<file path="src/rtl/pinmap_pkg.sv">
package pinmap_pkg;

    typedef enum logic [1:0] {
        ST_IDLE = 2'd0,
        ST_WALK = 2'd1,
        ST_PRBS = 2'd2,
        ST_DONE = 2'd3
    } pm_state_e;

    typedef enum logic {
        MODE_WALK = 1'b0,
        MODE_PRBS = 1'b1
    } pm_mode_e;

    localparam logic [7:0] SYNC_BYTE   = 8'hA5;
    localparam int         FRAME_BITS  = 16;
    localparam int         PRBS_ORDER  = 7;
    localparam int         PRBS_TAP_LO = 6;

    // Position of the walk within one pin's frame train
    typedef struct packed {
        logic [7:0] pin;
        logic [3:0] bit_pos;
    } pm_cursor_t;

    // Serial frame bit; pos 0 is the first bit on the wire (frame MSB)
    function automatic logic frame_bit(input logic [7:0] idx, input logic [3:0] pos);
        logic [15:0] frame;
        frame = {SYNC_BYTE, idx};
        return frame[4'd15 - pos];
    endfunction

endpackage

</file>
<file path="src/rtl/pinmap_walk_seq.sv">
module pinmap_walk_seq
    import pinmap_pkg::*;
#(
    parameter int NUM_PINS = 8,
    parameter int REPEAT   = 2
) (
    input  logic       clk,
    input  logic       rst,
    input  logic       clear,
    input  logic       step,
    output pm_cursor_t cur,
    output logic       last
);
    localparam int REP_W = (REPEAT > 1) ? $clog2(REPEAT) : 1;
    localparam logic [REP_W-1:0] REP_MAX = REP_W'(REPEAT - 1);
    localparam logic [7:0]       PIN_MAX = 8'(NUM_PINS - 1);

    pm_cursor_t       cur_q;
    logic [REP_W-1:0] rep_q;
    logic             frame_end;
    logic             pin_end;

    assign frame_end = (cur_q.bit_pos == 4'd15);
    assign pin_end   = frame_end && (rep_q == REP_MAX);
    assign last      = pin_end && (cur_q.pin == PIN_MAX);
    assign cur       = cur_q;

    always_ff @(posedge clk) begin
        if (rst || clear) begin
            cur_q <= '0;
            rep_q <= '0;
        end else if (step) begin
            if (!frame_end) begin
                cur_q.bit_pos <= cur_q.bit_pos + 4'd1;
            end else begin
                cur_q.bit_pos <= 4'd0;
                if (rep_q != REP_MAX) begin
                    rep_q <= rep_q + REP_W'(1);
                end else begin
                    rep_q     <= '0;
                    cur_q.pin <= last ? 8'd0 : cur_q.pin + 8'd1;
                end
            end
        end
    end

    // a clear always brings the cursor home
    p_clear_home_r8: assert property (@(posedge clk) disable iff (rst)
        clear |=> (cur_q.pin == 8'd0 && cur_q.bit_pos == 4'd0));

    // inside a frame train the pin does not change
    p_pin_hold_r4: assert property (@(posedge clk) disable iff (rst)
        (step && !clear && !pin_end) |=> (cur_q.pin == $past(cur_q.pin)));

    // at a pin boundary the walk moves to the next pin up
    p_pin_inc_r4: assert property (@(posedge clk) disable iff (rst)
        (step && !clear && pin_end && !last) |=> (cur_q.pin == $past(cur_q.pin) + 8'd1));

    // the cursor never leaves the pin range
    p_pin_range_r4: assert property (@(posedge clk) disable iff (rst)
        (cur_q.pin <= PIN_MAX));

endmodule

</file>
<file path="src/rtl/pinmap_sig_frame.sv">
module pinmap_sig_frame
    import pinmap_pkg::*;
#(
    parameter int NUM_PINS = 8
) (
    input  pm_cursor_t          cur,
    input  logic                en,
    output logic [NUM_PINS-1:0] drive
);
    logic serial_bit;

    assign serial_bit = frame_bit(cur.pin, cur.bit_pos);

    for (genvar p = 0; p < NUM_PINS; p++) begin : g_pin
        assign drive[p] = en && (cur.pin == 8'(p)) && serial_bit;
    end

endmodule

</file>
<file path="src/rtl/pinmap_prbs_bank.sv">
module pinmap_prbs_bank
    import pinmap_pkg::*;
#(
    parameter int         NUM_PINS = 8,
    parameter logic [6:0] SEED     = 7'h5B
) (
    input  logic                clk,
    input  logic                rst,
    input  logic                load,
    input  logic                shift,
    output logic [NUM_PINS-1:0] bits
);
    localparam int WIN = (NUM_PINS < PRBS_ORDER) ? PRBS_ORDER : NUM_PINS;

    // Window bit j holds s(n+j) for the current run cycle n
    function automatic logic [WIN-1:0] seed_window();
        logic [WIN-1:0] w;
        w = '0;
        for (int j = 0; j < WIN; j++) begin
            if (j < PRBS_ORDER) w[j] = SEED[j];
            else                w[j] = w[j-PRBS_ORDER] ^ w[j-PRBS_TAP_LO];
        end
        return w;
    endfunction

    localparam logic [WIN-1:0] INIT_WIN = seed_window();

    logic [WIN-1:0] win_q;
    logic [WIN-1:0] win_nxt;
    logic           new_bit;

    assign new_bit = win_q[WIN-PRBS_ORDER] ^ win_q[WIN-PRBS_TAP_LO];
    assign win_nxt = {new_bit, win_q[WIN-1:1]};
    assign bits    = win_q[NUM_PINS-1:0];

    always_ff @(posedge clk) begin
        if (rst || load) begin
            win_q <= INIT_WIN;
        end else if (shift) begin
            win_q <= win_nxt;
        end
    end

    // each window slot takes its upper neighbour's previous value
    p_window_shift_r7: assert property (@(posedge clk) disable iff (rst)
        (shift && !load) |=> (win_q[WIN-2:0] == $past(win_q[WIN-1:1])));

    // a maximal-length sequence window never collapses to zero
    p_nonzero_r6: assert property (@(posedge clk) disable iff (rst)
        (win_q != '0));

endmodule

</file>
<file path="src/rtl/pinmap_stim_gen.sv">
module pinmap_stim_gen
    import pinmap_pkg::*;
#(
    parameter int         NUM_PINS  = 8,
    parameter int         REPEAT    = 2,
    parameter logic [6:0] PRBS_SEED = 7'h5B
) (
    input  logic                clk,
    input  logic                rst,
    input  logic                start,
    input  logic                mode,
    input  logic [NUM_PINS-1:0] bank_data,
    output logic [NUM_PINS-1:0] pins_out,
    output logic                done
);
    pm_state_e           state_q;
    pm_state_e           state_nxt;
    pm_cursor_t          cursor;
    logic                walk_last;
    logic                walk_clear;
    logic                walk_step;
    logic                prbs_load;
    logic                prbs_shift;
    logic [NUM_PINS-1:0] walk_drive;
    logic [NUM_PINS-1:0] prbs_bits;

    assign walk_step  = (state_q == ST_WALK) && start;
    assign walk_clear = !walk_step;
    assign prbs_load  = (state_q != ST_PRBS);
    assign prbs_shift = (state_q == ST_PRBS);

    always_comb begin
        state_nxt = state_q;
        unique case (state_q)
            ST_IDLE: if (start) state_nxt = (pm_mode_e'(mode) == MODE_PRBS) ? ST_PRBS : ST_WALK;
            ST_WALK: begin
                if (!start)         state_nxt = ST_IDLE;
                else if (walk_last) state_nxt = ST_DONE;
            end
            ST_PRBS: if (!start) state_nxt = ST_IDLE;
            ST_DONE: if (!start) state_nxt = ST_IDLE;
            default: state_nxt = ST_IDLE;
        endcase
    end

    always_ff @(posedge clk) begin
        if (rst) state_q <= ST_IDLE;
        else     state_q <= state_nxt;
    end

    pinmap_walk_seq #(
        .NUM_PINS (NUM_PINS),
        .REPEAT   (REPEAT)
    ) u_walk (
        .clk   (clk),
        .rst   (rst),
        .clear (walk_clear),
        .step  (walk_step),
        .cur   (cursor),
        .last  (walk_last)
    );

    pinmap_sig_frame #(
        .NUM_PINS (NUM_PINS)
    ) u_frame (
        .cur   (cursor),
        .en    (state_q == ST_WALK),
        .drive (walk_drive)
    );

    pinmap_prbs_bank #(
        .NUM_PINS (NUM_PINS),
        .SEED     (PRBS_SEED)
    ) u_prbs (
        .clk   (clk),
        .rst   (rst),
        .load  (prbs_load),
        .shift (prbs_shift),
        .bits  (prbs_bits)
    );

    always_comb begin
        unique case (state_q)
            ST_WALK: pins_out = walk_drive;
            ST_PRBS: pins_out = prbs_bits;
            default: pins_out = bank_data;
        endcase
    end

    assign done = (state_q == ST_DONE);

    // the walk drives at most one pin
    p_one_pin_r2: assert property (@(posedge clk) disable iff (rst)
        (state_q == ST_WALK) |-> $onehot0(pins_out));

    // finishing the last pin raises done on the next cycle
    p_done_entry_r5: assert property (@(posedge clk) disable iff (rst)
        (walk_step && walk_last) |=> done);

    // a low start always lands in idle with done clear
    p_abort_r8: assert property (@(posedge clk) disable iff (rst)
        !start |=> (state_q == ST_IDLE && !done));

    // a running walk stays a walk regardless of mode
    p_walk_keep_r9: assert property (@(posedge clk) disable iff (rst)
        (walk_step && !walk_last) |=> (state_q == ST_WALK));

    // in the test bank each pin repeats its upper neighbour one cycle later
    p_phase_r7: assert property (@(posedge clk) disable iff (rst)
        (state_q == ST_PRBS && $past(state_q) == ST_PRBS)
            |-> (pins_out[NUM_PINS-2:0] == $past(pins_out[NUM_PINS-1:1])));

endmodule

</file>
<file path="config.mk">
export PLATFORM = sky130hd
export DESIGN_NAME = pinmap_stim_gen
export DESIGN_NICKNAME = d
export VERILOG_FILES = /design/src/rtl/pinmap_pkg.sv /design/src/rtl/pinmap_walk_seq.sv /design/src/rtl/pinmap_sig_frame.sv /design/src/rtl/pinmap_prbs_bank.sv /design/src/rtl/pinmap_stim_gen.sv
export SDC_FILE = /design/constraint.sdc
export NUM_CORES = 1
export LEC_CHECK = 0
export BUFFER_PORTS_ARGS = -buffer_cell sky130_fd_sc_hd__buf_2
export CORE_ASPECT_RATIO = 0.5
export CORE_MARGIN = 10
export CORE_UTILIZATION = 45
export CTS_BUF_LIST = sky130_fd_sc_hd__clkbuf_2 sky130_fd_sc_hd__clkbuf_4 sky130_fd_sc_hd__clkbuf_8
export DETAILED_ROUTE_END_ITERATION = 6
export GPL_TIMING_DRIVEN = 0
export PLACE_DENSITY_LB_ADDON = 0.12
export SLEW_MARGIN = 10
export SYNTH_ARGS = -nofsm -noshare
export SYNTH_HDL_FRONTEND = slang
export SYNTH_SLANG_ARGS = --single-unit
</file>
<file path="constraint.sdc">
create_clock -name clk -period 2.45 [get_ports clk]
set_input_delay 0.1225 -clock clk [delete_from_list [all_inputs] [get_ports clk]]
set_output_delay 0.1225 -clock clk [all_outputs]
set_load 0.01 [all_outputs]
</file>
==> impl_metrics.csv, run 1 <==
group,metric,value,unit
synth,synth_cell_types,34,
synth,synth_cells,182,
die,dieArea,0.00615,mm^2
route,routed_via_density,5.34,
die,rows,14,
critical_path,critPathLaunchType,"flop",
min_path,min-delay-start,"rst",
critical_path,slowest_stage,"dfxtp_1",
clock_network,clockBufferDepth,2,
layout,diodes,0,
place,place_congestion,0.854,
clock_network,cts_buffers,3,
die,core-area,0.00308,mm^2
layout,final_cell_mix,"23 x dfxtp_1, 22 x buf_2, 21 x nor2_1",
sta,period_minus_slack,2.26,ns
sta,setup_viol,0,
global_routing,grt_pass1_wl,5.71,mm
sta,slew_violations,0,
route,wl_per_cell,13.7,um
sta,clock_skew,0.00853,ns
sta,fmax,0.443,GHz
critical_path,cp_max_fo,10,
layout,final_common_cell,"dfxtp_1",
layout,utilization,54.7,%
job,cap_violations,0,
global_routing,grt_overflow_total,0,
synth,synthFlopType,"dfxtp_1",
place,pre_cts_slack,0.492,ns
sta,fin_setup_tns,0,ns
sta,tightest_slew,0.468,ns
clock_network,clock-sinks,23,
critical_path,r2r_end,"u_walk.cur[10]",
critical_path,crit_buf_inv,3,
place,io_buffers,20,
global_routing,grt_max_degree,14,
critical_path,r2r_slack,0.57,ns
critical_path,slowest_delay,0.39,ns
min_path,hold_end,"state_q[1]",
critical_path,r2r_cells,7,
critical_path,required,2.33,ns
sta,rsz0062_at_grt,"no",
die,io_pins,21,
clock_network,hold_buffers,0,
critical_path,crit_path_end_kind,"primary output",
synth,syn_nets,204,
synth,async_flop_share,0,%
layout,layout.nets,229,
route,drc_errors,0,
synth,syn_area,0.00149,mm^2
global_routing,grt_util_all_layers,11.5,%
clock_network,cts_root_buffer,"clkbuf_8",
critical_path,crit_arrival,2.14,ns
critical_path,worst_path_most_repeated_cell,"a21oi_1",
clock_network,ctsResizeCount,0,
clock_network,htreeDepth,1,
clock_network,cts_tree,"yes",
sta,timing.final.crit_share,92.2,%
clock_network,clk_pin_slew,0.08,ns
synth,yosysSeqAreaShare,30.9,%
global_routing,antenna_found_initial,0,
synth,synth_edf_count,0,
synth,yosys_register_bits,23,
critical_path,path_delay_family,"buffers and inverters",
clock_network,postCtsSetupBuffers,0,
place,hpwl,2.56,mm
power_and_ir_drop,cellPowerDensity,553,mW/mm^2
die,die_h,60.7,um
layout,syn2layout_area_growth,13.2,%
route,drt_iter0_markers,34,
critical_path,critical_path_class,"reg2out",
route,dr.pass1.iters,4,
sta,hold_viol,0,
route,postRouteAntennaNets,0,
place,place_inst,242,
die,start_util,48.3,%
place,dpl_cell_area,0.00164,mm^2
synth,syn_avg_cell_area,8.19,um^2
min_path,hold_depth,3,
route,drt-total-wl,3.36,mm
clock_network,clock_latency,0.27,ns
sta,slew_headroom,68.7,%
layout,drive_gt1_share,17.0,%
route,vias,1314,
layout,final_area,0.00169,mm^2
global_routing,grt_pass1_vias,1244,
power_and_ir_drop,vdd_ir_drop_max,0.309,mV
die,die_x,101,um
outcome,status,"complete, no violations",
layout,stdcell_count,246,
power_and_ir_drop,p_leak,0.000626,uW
critical_path,r2r-start,"state_q[1]",
synth,yosysWarningCount,0,
critical_path,crit_chain,"inv_1, ha_1, clkbuf_1, nor2_1, a21oi_1, a21oi_1, o31ai_1, buf_2",
sta,setup_slack,0.191,ns
min_path,hp-class,"in2reg",
worst max path at each step:
stage	slack (ns)	cells after the start	endpoint	from
floorplan	0.76	3	pins_out[5]	u_walk.cur[8]
global placement	0.49	8	pins_out[7]	state_q[0]
detailed placement	0.49	8	pins_out[7]	state_q[0]
CTS	0.19	8	pins_out[7]	state_q[0]
global route	0.03	8	pins_out[6]	state_q[0]
finish	0.19	8	pins_out[7]	state_q[0]
synth_stat cells (all sizes together) (2+ instances only):
cell,instances,area (um^2)
nor4,6,58.8
and3,5,31.3
nand3,10,55.1
xnor2,9,78.8
ha,10,125
dfxtp,23,460
o31ai,8,60.1
clkbuf,7,26.3
inv,8,30.0
nand2,14,52.6
xor2,2,17.5
nand4,2,12.5
mux2i,5,50.1
o21ai,3,15.0
nor2,21,78.8
nand2b,11,68.8
and2,3,18.8
a21oi,19,95.1
nor3,3,15.0
or2,2,12.5
buf,2,10.0
cell type report:
type | instances | area (um^2)
fillers | 298 | 1400
multi-input cells | 142 | 963
flip-flops and latches | 23 | 460
repair buffers | 20 | 100
well taps | 40 | 50.0
clock buffers | 3 | 41.3
plain buffers | 9 | 36.3
inverters | 8 | 30.0
clock inverters | 1 | 5.00
stage by stage:
stage	hold WS, ns	total power [uW]
5_1_grt	0.182	1010
6_report	0.174	933
2_1_floorplan	0.293	605
4_1_cts	0.170	948
3_3_place_gp	0.416	705
3_5_place_dp	0.420	706
report_power, final:
part           internal, uW  switching, uW
Sequential              388           11.1
Clock                   114            125
Combinational           121            174
Total                   623            310
flip-flops by register name, indices dropped and copies added (netlist names):
name / count
u_walk.cur: 12
u_walk.rep_q: 1
state_q: 2
u_prbs.bits: 8
cells by family after synthesis:
| group | count (synthesis) | share of synthesized area [%] |
|---|---|---|
| flops | 23 | 30.9 |
| fa+ha+maj | 10 | 8.40 |
| compound gates | 33 | 13.7 |
| simple gates | 82 | 31.0 |
| buf+inv | 17 | 4.45 |
| xor+xnor | 11 | 6.47 |
| mux | 6 | 5.12 |
worst min-delay path, cell delays in order:
cell and delay [ns]:
buf_2 0.11, nand2b_1 0.10, mux2i_1 0.05
layer usage:
metal	track usage (%)	part of all wire, %	vias up
li1	-	-	681
met1	14.5	51	606
met2	18.1	43	25
met3	3.97	5.4	2
met4	4.14	0.80	0
met5	0	0	-
Power figures use the tool's default switching activity.
==> run 2: changes to the inputs <==
--- a/config.mk
+++ b/config.mk
@@ -6,12 +6,13 @@
 export NUM_CORES = 1
 export LEC_CHECK = 0
 export BUFFER_PORTS_ARGS = -buffer_cell sky130_fd_sc_hd__buf_2
-export CORE_ASPECT_RATIO = 0.5
+export CORE_ASPECT_RATIO = 1.5
 export CORE_MARGIN = 10
 export CORE_UTILIZATION = 45
 export CTS_BUF_LIST = sky130_fd_sc_hd__clkbuf_2 sky130_fd_sc_hd__clkbuf_4 sky130_fd_sc_hd__clkbuf_8
 export DETAILED_ROUTE_END_ITERATION = 6
 export GPL_TIMING_DRIVEN = 0
+export HOLD_SLACK_MARGIN = 0.12
 export PLACE_DENSITY_LB_ADDON = 0.12
 export SLEW_MARGIN = 10
 export SYNTH_ARGS = -nofsm -noshare
==> run 2 against run 1 <==
Net effect: cell area about the same; sequential power about the same; wire length increased by 3.4%; first-iteration DRC count increased by 88%; clock skew decreased by 0.0059 ns; clock power about the same; global-route usage increased by 0.72 points; power increased by 0.26%.
==> impl_metrics.csv, run 2 (synthesized netlist as in run 1, its figures left out) <==
group,metric,value,unit
critical_path,r2r_slack,0.52,ns
global_routing,grt.met1_usage,12.6,%
die,start_util,47.2,%
route,drt_iter0_markers,64,
global_routing,antenna_found_initial,0,
critical_path,crit_arrival,2.18,ns
route,drc_errors,0,
min_path,hp-class,"in2reg",
critical_path,slowest_stage,"dfxtp_1",
route,dr.pass1.iters,4,
place,io_buffers,20,
route,drt-total-wl,3.48,mm
layout,final_common_cell,"dfxtp_1",
sta,setup_slack,0.144,ns
clock_network,htreeDepth,1,
die,die_x,67.0,um
critical_path,crit_chain,"inv_1, ha_1, clkbuf_1, nand3_1, o31ai_1, buf_2",
route,routed_via_density,5.36,
global_routing,grt_max_degree,14,
sta,timing.final.crit_share,94.1,%
place,hpwl,2.76,mm
power_and_ir_drop,switchingPower,311,uW
sta,clock_skew,0.00266,ns
outcome,status,"complete, no violations",
job,cap_violations,0,
layout,final_cell_mix,"23 x dfxtp_1, 22 x buf_2, 21 x nor2_1",
clock_network,clock-sinks,23,
power_and_ir_drop,p_sw_share,33.3,%
die,dieArea,0.00606,mm^2
die,core-area,0.00316,mm^2
power_and_ir_drop,cellPowerDensity,554,mW/mm^2
die,io_pins,21,
global_routing,grt.busiest_layer,"met2",
sta,hold_ws,0.169,ns
sta,tightest_slew,0.479,ns
clock_network,cts_root_buffer,"clkbuf_8",
layout,layout.nets,229,
sta,period_minus_slack,2.31,ns
clock_network,cts_buffers,3,
global_routing,use_met2,22.4,%
critical_path,cp_max_fo,10,
critical_path,required,2.33,ns
place,pre_cts_slack,0.481,ns
power_and_ir_drop,design_power_total,935,uW
power_and_ir_drop,seqPwrFrac,42.8,%
clock_network,clk_pin_slew,0.08,ns
sta,hold_viol,0,
global_routing,grt_pass1_wl,6.09,mm
place,place_congestion,0.875,
layout,drive_gt1_share,17.5,%
global_routing,grt_overflow_total,0,
power_and_ir_drop,combPwrFrac,31.9,%
power_and_ir_drop,p_leak,0.000630,uW
global_routing,grt_pass1_vias,1343,
die,rows,25,
min_path,min-delay-start,"mode",
route,postRouteAntennaNets,0,
sta,fin_setup_tns,0,ns
power_and_ir_drop,internal-power,624,uW
critical_path,r2r_end,"u_walk.cur[5]",
global_routing,grtUsageMet3,2.36,%
die,die_h,90.5,um
critical_path,slowest_delay,0.41,ns
clock_network,clockBufferDepth,2,
min_path,hold_end,"state_q[0]",
clock_network,cts_tree,"yes",
layout,syn2layout_area_growth,13.3,%
global_routing,grt_util_all_layers,12.3,%
critical_path,crit_path_end_kind,"primary output",
sta,setup_viol,0,
sta,slew_violations,0,
critical_path,critPathLaunchType,"flop",
power_and_ir_drop,vdd_ir_drop_max,0.250,mV
sta,rsz0062_at_grt,"no",
clock_network,clock_latency,0.27,ns
layout,largest_reg_flops,12,
route,vias,1318,
sta,fmax,0.434,GHz
critical_path,r2r_cells,7,
power_and_ir_drop,clkPwrFrac,25.3,%
min_path,hold_depth,4,
layout,diodes,0,
route,wl_per_cell,14.1,um
sta,slew_headroom,68.0,%
critical_path,critical_path_class,"reg2out",
critical_path,r2r-start,"state_q[1]",
[run 2: power by group through the flow]
stage,Combinational (uW),Clock (uW),Sequential (uW)
after floorplan,200,0,405
after global placement,294,0,408
after detailed placement,297,0,408
after CTS,300,246,400
after global routing,333,265,402
final,298,237,400
[run 2: worst max-delay path by stage]
stage / from / endpoint / slack, ns / cells after the start
2_1_floorplan: u_walk.cur[8] / pins_out[5] / 0.76 / 3
3_3_place_gp: state_q[0] / pins_out[3] / 0.51 / 6
3_5_place_dp: state_q[0] / pins_out[6] / 0.48 / 6
4_1_cts: state_q[0] / pins_out[4] / 0.15 / 6
5_1_grt: state_q[0] / pins_out[6] / 0.02 / 6
6_report: state_q[0] / pins_out[5] / 0.14 / 6
[run 2: timing repair]
action,in CTS,in global routing
setup endpoints to repair,0,3
buffers inserted,0,0
hold buffers,0,0
resized for setup,0,2
[run 2: worst max-delay path: cells and delay by family, from the launching register on]
family                     cells  cell delay [ns]
and+or+nand+nor                1             0.17
AOI/OAI and AO/OA              1             0.29
buffers and inverters          3             0.67
DFF                            1             0.41
adders and majority gates      1             0.38
[run 2: cell type report]
class	instances	area (um^2)
Tap cell	40	50.0
Buffer	9	37.5
Sequential cell	23	460
Clock inverter	1	5.00
Inverter	8	30.0
Timing Repair Buffer	20	100
Clock buffer	3	41.3
Fill cell	315	1470
Multi-Input combinational cell	142	963
[run 2: layer usage]
metal,routed length (um),vias up,share of wire [%]
li1,-,679,-
met1,1400,612,40
met2,1870,20,54
met3,139,7,4.0
met4,70,0,2.0
met5,0,-,0
[run 2: stage by stage]
step           util, %  area (um^2)  instances
5_1_grt           53.4         1690        246
6_report          53.4         1690        246
3_3_place_gp      51.9         1640        242
4_1_cts           53.4         1690        246
2_1_floorplan        -         1490        182
3_5_place_dp      51.9         1640        242
==> run 3: changes to the inputs <==
--- a/config.mk
+++ b/config.mk
@@ -6,7 +6,7 @@
 export NUM_CORES = 1
 export LEC_CHECK = 0
 export BUFFER_PORTS_ARGS = -buffer_cell sky130_fd_sc_hd__buf_2
-export CORE_ASPECT_RATIO = 1.5
+export CORE_ASPECT_RATIO = 1.2
 export CORE_MARGIN = 10
 export CORE_UTILIZATION = 45
 export CTS_BUF_LIST = sky130_fd_sc_hd__clkbuf_2 sky130_fd_sc_hd__clkbuf_4 sky130_fd_sc_hd__clkbuf_8
==> run 3 against run 2 <==
Net effect: cell area is 1.6% higher; sequential share of layout area is 0.36 points lower; clock skew is 0.0019 ns lower; largest power group unchanged; first-iteration DRC count is 31% lower; clock power is 17% lower; clock-buffer cell count is 1 higher; flip-flop and latch count stayed put; critical path depth is 1 lower; via count is 2.4% higher.
==> impl_metrics.csv, run 3 (synthesized netlist as in run 1, its figures left out) <==
group,metric,value,unit
clock_network,clock_latency,0.32,ns
sta,timing.final.crit_share,95.9,%
place,place_congestion,0.924,
die,rows,22,
global_routing,grt_pass1_wl,5.84,mm
global_routing,grt_overflow_total,0,
layout,final_cell_mix,"22 x dfxtp_1, 21 x buf_2, 21 x nor2_1",
route,routed_via_density,5.49,
layout,syn2layout_area_growth,15.1,%
layout,diodes,0,
power_and_ir_drop,cellPowerDensity,529,mW/mm^2
die,dieArea,0.00602,mm^2
sta,hold_viol,0,
sta,slew_violations,0,
sta,slew_headroom,68.4,%
route,postRouteAntennaNets,0,
layout,largest_reg_flops,12,
sta,setup_viol,0,
critical_path,critPathLaunchType,"flop",
job,cap_violations,0,
global_routing,grt_pass1_vias,1276,
route,drt-total-wl,3.49,mm
sta,tightest_slew,0.473,ns
outcome,status,"complete, no violations",
place,dpl_cell_area,0.00164,mm^2
route,vias,1350,
place,io_buffers,20,
global_routing,grt_max_degree,13,
die,io_pins,21,
route,wl_per_cell,14.2,um
place,place_inst,238,
die,start_util,47.9,%
global_routing,grt_util_all_layers,11.5,%
layout,final_common_cell,"dfxtp_1",
critical_path,crit_arrival,2.63,ns
clock_network,clk_pin_slew,0.13,ns
route,drc_errors,0,
layout,utilization,55.1,%
global_routing,antenna_found_initial,0,
route,dr.pass1.iters,4,
die,core-area,0.00311,mm^2
sta,clock_skew,0.000727,ns
critical_path,crit_path_end_kind,"flop",
clock_network,cts_root_buffer,"clkbuf_4",
clock_network,clock-sinks,23,
route,drt_iter0_markers,44,
sta,fmax,0.426,GHz
min_path,hp-class,"in2reg",
place,hpwl,2.74,mm
place,pre_cts_slack,0.474,ns
layout,drive_gt1_share,18.1,%
critical_path,cp_max_fo,5,
die,die_x,72.5,um
power_and_ir_drop,p_leak,0.000644,uW
layout,final_area,0.00172,mm^2
critical_path,required,2.73,ns
die,die_h,83.0,um
layout,stdcell_count,246,
critical_path,critical_path_class,"reg2reg",
sta,period_minus_slack,2.35,ns
clock_network,htreeDepth,1,
clock_network,cts_buffers,3,
clock_network,cts_tree,"yes",
power_and_ir_drop,vdd_ir_drop_max,0.348,mV
layout,layout.nets,233,
sta,setup_slack,0.101,ns
clock_network,clockBufferDepth,2,
==> run 3: metal layers <==
metal  global-route usage [%]  vias to the layer above  part of all wire (%)
li1                         -                      688                     -
met1                     12.4                      633                    42
met2                     20.6                       20                    53
met3                     1.90                        9                   3.1
met4                     5.17                        0                   2.3
met5                        0                        -                     0
==> run 3: repair_timing <==
| item | in CTS | in global routing |
|---|---|---|
| setup buffers | 0 | 0 |
| resized for setup | 0 | 8 |
| endpoints found under the setup margin | 0 | 8 |
| endpoints found under the hold margin | 2 | 0 |
| hold buffers | 4 | 0 |
==> run 3: report_power, final <==
group / internal, uW / switching, uW / total, uW
Sequential: 389 / 11.0 / 400
Combinational: 134 / 177 / 312
Clock: 74.9 / 121 / 196
Total: 598 / 310 / 908
==> run 3: critical path, cell delays in order (launching register included) <==
cell	delay (ns)
dfxtp_1	0.38
or4_4	0.61
nor4_4	0.34
o22a_2	0.23
mux2i_1	0.19
dlygate4sd3_1	0.55
==> run 3: worst paths after layout <==
kind / end / cells past startpoint / startpoint / slack, ns
max: state_q[0] / 5 / u_walk.cur[8] / 0.10
min: state_q[1] / 5 / start / 0.29
max reg2reg: state_q[0] / 5 / u_walk.cur[8] / 0.10
min reg2reg: u_prbs.bits[3] / 1 / u_prbs.bits[4] / 0.46
==> run 3: area by class of cell <==
class                           instances  area, um^2
Buffer                                  9        45.0
Clock buffer                            4        30.0
Fill cell                             299        1400
Inverter                                8        30.0
Multi-Input combinational cell        142         963
Sequential cell                        23         462
Tap cell                               36        45.0
Timing Repair Buffer                   24         140
==> run 3: per-stage QoR <==
| step | power, uW | TNS, ns | hold WS (ns) |
|---|---|---|---|
| finish | 908 | 0 | 0.291 |
| global route | 965 | -0.00129 | 0.304 |
| CTS | 909 | 0 | 0.300 |
| detailed placement | 706 | 0 | 0.428 |
| global placement | 703 | 0 | 0.423 |
| floorplan | 605 | 0 | 0.293 |
